==> config.mk <==
export PLATFORM = sky130hd
export DESIGN_NAME = trapCmpTop
export DESIGN_NICKNAME = d
export VERILOG_FILES = /design/src/rtl/trapCmpPkg.sv /design/src/rtl/trapCmpDatapath.sv /design/src/rtl/trapCmpCtrl.sv /design/src/rtl/trapCmpTop.sv
export SDC_FILE = /design/constraint.sdc
export NUM_CORES = 1
export LEC_CHECK = 0
export BUFFER_PORTS_ARGS = -buffer_cell sky130_fd_sc_hd__buf_2
export CAP_MARGIN = 40
export CORE_MARGIN = 3
export CORE_UTILIZATION = 40
export DETAILED_ROUTE_END_ITERATION = 7
export GPL_ROUTABILITY_DRIVEN = 0
export PLACE_DENSITY = 0.79
export SLEW_MARGIN = 20
export SYNTH_ARGS = -nofsm -noshare
export SYNTH_HDL_FRONTEND = slang
export SYNTH_HIERARCHICAL = 1
export SYNTH_SLANG_ARGS = --single-unit
==> constraint.sdc <==
create_clock -name clk -period 2.65 [get_ports clk]
set_input_delay 0.3975 -clock clk [delete_from_list [all_inputs] [get_ports clk]]
set_output_delay 0.3975 -clock clk [all_outputs]
set_load 0.02 [all_outputs]
==> src/rtl/trapCmpPkg.sv <==
package trapCmpPkg;
  // One flag per comparison; the bit order matches the condition mask.
  typedef struct packed {
    logic ltSigned;    // mask bit 4
    logic gtSigned;    // mask bit 3
    logic equal;       // mask bit 2
    logic ltUnsigned;  // mask bit 1
    logic gtUnsigned;  // mask bit 0
  } cmpFlags_t;

  localparam int COND_W = $bits(cmpFlags_t);

  // Strobes from control to datapath.
  typedef struct packed {
    logic load;   // capture a fresh verdict
    logic clear;  // drop the held verdict
  } ctrlStrobes_t;
endpackage

==> src/rtl/trapCmpDatapath.sv <==
module trapCmpDatapath
  import trapCmpPkg::*;
#(
  parameter int DATA_W = 64,
  parameter int CODE_W = 8,
  parameter logic [CODE_W-1:0] TRAP_CODE = 8'h24
) (
  input  logic              clk,
  input  logic              rstN,
  input  ctrlStrobes_t      strobes,
  input  logic              wideMode,
  input  logic [DATA_W-1:0] opA,
  input  logic [DATA_W-1:0] opB,
  input  logic [COND_W-1:0] condMask,
  output logic              rspTrap,
  output logic [CODE_W-1:0] rspCode
);
  localparam int HALF_W = DATA_W / 2;

  logic [DATA_W-1:0] rawOp  [2];
  logic [DATA_W-1:0] unsOp  [2];
  logic [DATA_W-1:0] sgnOp  [2];
  cmpFlags_t         flags;
  logic              hitAny;

  assign rawOp[0] = opA;
  assign rawOp[1] = opB;

  // Width select per operand: zero extension for unsigned, sign extension for signed.
  for (genvar k = 0; k < 2; k++) begin : g_opSel
    always_comb begin
      if (wideMode) begin
        unsOp[k] = rawOp[k];
        sgnOp[k] = rawOp[k];
      end else begin
        unsOp[k] = {{HALF_W{1'b0}}, rawOp[k][HALF_W-1:0]};
        sgnOp[k] = {{HALF_W{rawOp[k][HALF_W-1]}}, rawOp[k][HALF_W-1:0]};
      end
    end
  end

  always_comb begin
    flags.ltSigned   = $signed(sgnOp[0]) < $signed(sgnOp[1]);
    flags.gtSigned   = $signed(sgnOp[0]) > $signed(sgnOp[1]);
    flags.equal      = unsOp[0] == unsOp[1];
    flags.ltUnsigned = unsOp[0] < unsOp[1];
    flags.gtUnsigned = unsOp[0] > unsOp[1];
  end

  assign hitAny = |(flags & condMask);

  always_ff @(posedge clk or negedge rstN) begin
    if (!rstN) begin
      rspTrap <= 1'b0;
      rspCode <= '0;
    end else if (strobes.load) begin
      rspTrap <= hitAny;
      rspCode <= hitAny ? TRAP_CODE : '0;
    end else if (strobes.clear) begin
      rspTrap <= 1'b0;
      rspCode <= '0;
    end
  end

  // the signed ordering outcomes are mutually exclusive.
  p_sgn_exclusive_r2: assert property (@(posedge clk) disable iff (!rstN)
    $onehot(flags[4:2]));
  // the unsigned ordering outcomes are mutually exclusive.
  p_uns_exclusive_r5: assert property (@(posedge clk) disable iff (!rstN)
    $onehot({flags.ltUnsigned, flags.gtUnsigned, flags.equal}));
endmodule

==> src/rtl/trapCmpCtrl.sv <==
module trapCmpCtrl
  import trapCmpPkg::*;
(
  input  logic         clk,
  input  logic         rstN,
  input  logic         reqValid,
  output ctrlStrobes_t strobes,
  output logic         rspValid
);
  always_comb begin
    strobes.load  = reqValid;
    strobes.clear = !reqValid;
  end

  always_ff @(posedge clk or negedge rstN) begin
    if (!rstN) rspValid <= 1'b0;
    else       rspValid <= reqValid;
  end
endmodule

==> src/rtl/trapCmpTop.sv <==
module trapCmpTop
  import trapCmpPkg::*;
#(
  parameter int DATA_W = 64,
  parameter int CODE_W = 8,
  parameter logic [CODE_W-1:0] TRAP_CODE = 8'h24
) (
  input  logic              clk,
  input  logic              rstN,
  input  logic              reqValid,
  input  logic              wideMode,
  input  logic [DATA_W-1:0] opA,
  input  logic [DATA_W-1:0] opB,
  input  logic [4:0]        condMask,
  output logic              rspValid,
  output logic              rspTrap,
  output logic [CODE_W-1:0] rspCode
);
  localparam int HALF_W = DATA_W / 2;
  ctrlStrobes_t strobes;

  trapCmpCtrl ctrl_i (
    .clk(clk), .rstN(rstN), .reqValid(reqValid),
    .strobes(strobes), .rspValid(rspValid)
  );

  trapCmpDatapath #(.DATA_W(DATA_W), .CODE_W(CODE_W), .TRAP_CODE(TRAP_CODE)) dp_i (
    .clk(clk), .rstN(rstN), .strobes(strobes), .wideMode(wideMode),
    .opA(opA), .opB(opB), .condMask(condMask),
    .rspTrap(rspTrap), .rspCode(rspCode)
  );

  p_valid_follows_req_r9: assert property (@(posedge clk) disable iff (!rstN)
    reqValid |=> rspValid);
  p_idle_no_trap_r9: assert property (@(posedge clk) disable iff (!rstN)
    !rspValid |-> (!rspTrap && rspCode == '0));
  p_trap_code_r9: assert property (@(posedge clk) disable iff (!rstN)
    rspTrap |-> (rspValid && rspCode == TRAP_CODE));
  p_zero_mask_r7: assert property (@(posedge clk) disable iff (!rstN)
    (reqValid && condMask == 5'h00) |=> !rspTrap);
  p_full_mask_r7: assert property (@(posedge clk) disable iff (!rstN)
    (reqValid && condMask == 5'h1F) |=> rspTrap);
  p_equal_traps_r4: assert property (@(posedge clk) disable iff (!rstN)
    (reqValid && condMask[2] &&
     (wideMode ? (opA == opB) : (opA[HALF_W-1:0] == opB[HALF_W-1:0]))) |=> rspTrap);
endmodule

### Yosys cells after proc, flatten, opt, wreduce, memory -nomap -nowiden

Index checks and enable logic that the tools add are counted.
Widths: inputs -> output; s select.

| operators by class | value |
|---|---|
| $lt $le $gt $ge | 4 |
| equality and inequality tests | 1 |
| multiplexer cells | 7 |
| bitwise gates (word level) | 1 |
| reduce and logical (&&, ||, !) cells | 1 |

Operators by type and width:

| kind | number |
|---|---|
| $mux 64 | 4 |
| $gt 64x64->1 | 2 |
| $lt 64x64->1 | 2 |
| $eq 64x64->1 | 1 |
| $mux 8 | 1 |
| $mux 6 | 1 |
| $and 5x5->5 | 1 |
| $reduce_or 5->1 | 1 |
| $mux 1 | 1 |

| storage, ports and cells | value |
|---|---|
| register bits | 10 |
| output and inout bits | 10 |
| logic and storage cells | 17 |

### Logic depth before layout (Yosys ltp)

| depth | value |
|---|---|
| depth after elaboration | 6 |
| mapped depth | 13 |
| mapped depth without buffers | 12 |

### Cells and area by module

Netlist, hierarchy kept.

Modules (own cells, without submodules):

| module | instances | cells an instance | area an instance (sq um) | sequential area each (sq um) |
|---|---|---|---|---|
| trapCmpDatapath | 1 | 452 | 3125.5 | 25.0 |
| trapCmpCtrl | 1 | 3 | 36.3 | 25.0 |

### Least setup slack after synthesis

OpenSTA, ideal clock, no wires.

| timing | value |
|---|---|
| path type | input to register |
| start | input wideMode |
| end | register dp_i.rspCode[2] |
| library setup time | 131 ps |
| arrival | 3106 ps |
| slack | -587 ps |
| stages | 11 |
| buffers on the path | 2 |
| cells stage by stage | clkbuf_1 > clkbuf_1 > nand2_1 > ha_1 > nand4_1 > or4_4 > nor4_4 > o21ai_0 > and3_1 > o31a_1 > or3_1 |

| on the way | value |
|---|---|
| longest elaborated chain between the ends | 6 |
| elaborated cells on any way between the ends | 13 |
| classes of those cells | order compare (4); eq/ne (1); mux (6); bitwise (1); reduce/logical (1) |

RTL lines:

| item | line | source |
|---|---|---|
| start: declaration | trapCmpTop.sv:11 | `input logic wideMode,` |
| $mux 64 | trapCmpDatapath.sv:32 | `if (wideMode) begin` |
| $gt 64x64->1, or another cell as far along | trapCmpDatapath.sv:47 | `flags.gtUnsigned = unsOp[0] > unsOp[1];` |
| $and 5x5->5 (*) | trapCmpDatapath.sv:50 | `assign hitAny = \|(flags & condMask);` |
| $reduce_or 5->1 (*) | trapCmpDatapath.sv:50 |  |
| $mux 6 (*) | trapCmpDatapath.sv:58 | `rspCode <= hitAny ? TRAP_CODE : '0;` |
| $mux 8 (*) | trapCmpDatapath.sv:56 | `end else if (strobes.load) begin` |
| end signal: assignment | trapCmpDatapath.sv:58 |  |
| end: declaration | trapCmpDatapath.sv:16 | `output logic [CODE_W-1:0] rspCode` |

Every way passes the cells marked *; elsewhere a longest branch is shown, timed or not.

### Worst setup path after layout

Ends and elaborated chain as after synthesis.

==> impl_results.md <==
- Status: complete, but fails checks
- Failing checks: setup timing
- Setup TNS: -648.2 ps
- Fraction of layout cells with a size suffix above 1: 41.98%
- Sw Ratio: 44.49%
- Die width: 94.91 um
- FP Rows: 31
- Critical path, cell by cell: buf_16 > buf_6 > nor2_4 > buf_12 > buf_12 > buf_6 > a21oi_1 > ha_1 > nand4_1 > nor4_2 > buf_4 > nand2_4 > a31oi_4 > nor4_4 > and3b_1 > buf_4 > o21a_1 > or3_1
- Hold Path End: ctrl_i/rspValid
- Commonest non-fill, non-tap cell in the layout: buf_2
- Max Fclk: 303.2 MHz
- # DRC: 0
- Post-synthesis cell type count: 37
- Comb power frac: 85.3%
- Unrepaired setup endpoints after global routing: true
- Worst r2r src: dp_i/rspCode[2]
- Pin count of the biggest net entering global routing: 22
- First-pass GRT wire length: 18060 um
- # nets final: 902
- Critical path required time: 2720 ps
- Final Skew: 0 ps
- Startpoint types: primary input
- Worst setup margin: -648.2 ps
- Area delta synth->final: 60.11%
- Fillers: 603
- Core area: 0.007447 mm2
- Worst Min Path Start: reqValid
- Final instance area: 0.005062 mm2
- Number of global-route vias before repair: 4305
- Part of the power in registers: 3.5%
- Worst path max stage delay: 380 ps
- Most frequent cells in the layout: 139 x buf_2, 88 x ha_1, 73 x buf_4
- Netlist area before placement: 0.003162 mm2
- Number of H-tree levels: 1
- Yosys warns: 6
- Worst vdd ir: 101.4 uV
- Reg2Reg Depth: 4
- DRT antenna net count: 0
- CTS max path bufs: 2
- Hold Path Stages: 1
- Max-Cap Viols: 0
- Critical path type: in2reg
- TritonCTS clock tree: done
- Die H: 94.91 um
- Fin. Hold Viols: 0
- Total CTS buffers: 3
- GRT overflow: 0
- Int Pwr: 0.6071 mW
- Tcrit/Tclk final: 124.5%
- DR pass1 iterations: 6
- Reg2reg end: dp_i/rspCode[2]
- Pwr dens: 216.0 mW/mm2
- Placed cell count: 734
- Cell Area, Placed: 0.004508 mm2
- Clk Latency, worst-skew pair: 210 ps
- Initial Utilization: 42.46%
- Num ports: 147
- Clock power share: 11.2%
- WP data arrival: 3370 ps
- Wire per inst: 15.87 um
- Syn Area/Cell: 6.949 um2
- Ant diodes: 0
- Seq/Total Area, Yosys: 1.583%
- LEAKAGE: 2.789 nW
- Vias per std cell: 5.509
- Root Buffer: clkbuf_8
- Number of buffer cells added on primary ports: 140
- Final WL: 12150 um
- Mapped Cells: 455
- Area of the die: 0.009007 mm2
- Crit path time final: 3298 ps
- DRT iter0 DRCs: 249
- FF-to-FF setup slack: 1220 ps
- Max-slew violations: 0
- Post-DP HPWL: 8730 um
- Critical Path Slowest Stage Cell: or3_1
- Worst Hold Class: in2reg
- Cell family with the largest share of critical-path delay: simple AND/OR/NAND/NOR gates
- GRT Overall Usage: 24.59%
- Synthesis-stage register bit count: 2
- Critical path endpoint category: flop
- P_sw: 0.4866 mW
- Sequential cell area: 50.05 um2
- Hold WS: 348.3 ps
- Multi-input logic area: 0.003149 mm2
- Via Count: 4220
- Initial antenna violation count: 0
- Sink Count: 2
- Final setup fails: 1
- CP max FO: 8
- Final std cells w/o fill: 766
- Clock Pin Slew Worst Setup and Hold Paths: 30 ps
- Final core utilization: 67.98%
- Bufs and invs on worst path: 7
final cells by class:
| type | count | area share [%] |
|---|---|---|
| Sequential cell | 2 | 0.9886 |
| Clock buffer | 3 | 0.8156 |
| Inverter | 38 | 2.818 |
| Tap cell | 99 | 2.447 |
| Multi-Input combinational cell | 395 | 62.21 |
| Timing Repair Buffer | 229 | 30.72 |
sequential cells by signal, summed over array words and instances (netlist names):
signal,cells
dp_i/rspCode,1
ctrl_i/rspValid,1
worst max path at each step:
stage          startpoint         endpoint  cells past startpoint
2_1_floorplan    wideMode  dp_i/rspCode[2]                     12
3_3_place_gp     wideMode  dp_i/rspCode[2]                     14
3_5_place_dp     wideMode  dp_i/rspCode[2]                     14
4_1_cts          wideMode  dp_i/rspCode[2]                     14
5_1_grt          wideMode  dp_i/rspCode[2]                     16
6_report         wideMode  dp_i/rspCode[2]                     18
metrics by stage:
stage          worst slack [ps]  total power [mW]
3_3_place_gp             -598.3            0.7613
4_1_cts                  -391.8             1.015
5_1_grt                  -722.3             1.195
6_report                 -648.2             1.094
2_1_floorplan            -191.5            0.5040
3_5_place_dp             -749.6            0.7935
worst reg2reg max path: cells and delay by family (launching register included):
family	cells	cell delay [ps]
flip-flops	1	400
AO/OA/AOI/OAI	2	350
AND/OR/NAND/NOR	2	550
cell usage after synthesis, drive strengths merged:
library cell	n	area [um2]
ha	96	1201
a21oi	68	340.3
nand2	63	236.5
inv	38	142.6
nand2b	35	219.0
and2	34	212.7
nand4	15	93.84
o21ai	15	75.07
clkbuf	13	48.80
buf	12	78.82
nand3	9	45.04
nor2	7	26.28
a21o	6	45.04
a221oi	6	52.55
and4	6	52.55
nor4	5	46.29
a221o	3	30.03
a21boi	2	15.01
and3	2	12.51
and3b	2	17.52
dfrtp	2	50.05
nor2b	2	12.51
o221ai	2	17.52
o31a	2	17.52
or4	2	22.52
a211oi	1	7.510
a31oi	1	6.260
conb	1	3.750
nor3	1	5.000
o211ai	1	7.510
o21a	1	7.510
or2	1	6.260
or3	1	6.260
layer usage:
metal	wire length (um)	share of wire, %	track usage [%]	vias up
li1	-	-	-	2030
met1	4594	38	25.70	1944
met2	6257	51	47.39	192
met3	762	6.3	4.303	54
met4	539	4.4	10.70	0
met5	0	0	0	-
power groups by stage:
stage	Combinational (mW)	Clock [mW]	Sequential (mW)
after floorplan	0.461	0	0.0433
after global placement	0.723	0	0.0384
after detailed placement	0.755	0	0.0389
after CTS	0.846	0.130	0.0385
after global routing	1.03	0.129	0.0392
final	0.933	0.123	0.0385
cells by family after synthesis:
group / synth area share (%)
other: 0.1186
buffers and inverters: 8.548
AO/OA/AOI/OAI: 19.67
flip-flops: 1.583
AND/OR/NAND/NOR: 32.09
adder cells (fa/ha/maj): 37.99
timing repair:
item / in CTS / in global routing
cloned: 4 / 0
buffers inserted: 15 / 11
hold buffers: 1 / 0
gates resized for setup: 30 / 21
setup endpoints to repair: 1 / 1
hold endpoints to repair: 2 / 0
pin swaps: 12 / 25
Note: power is estimated with default switching activity, not from simulation.
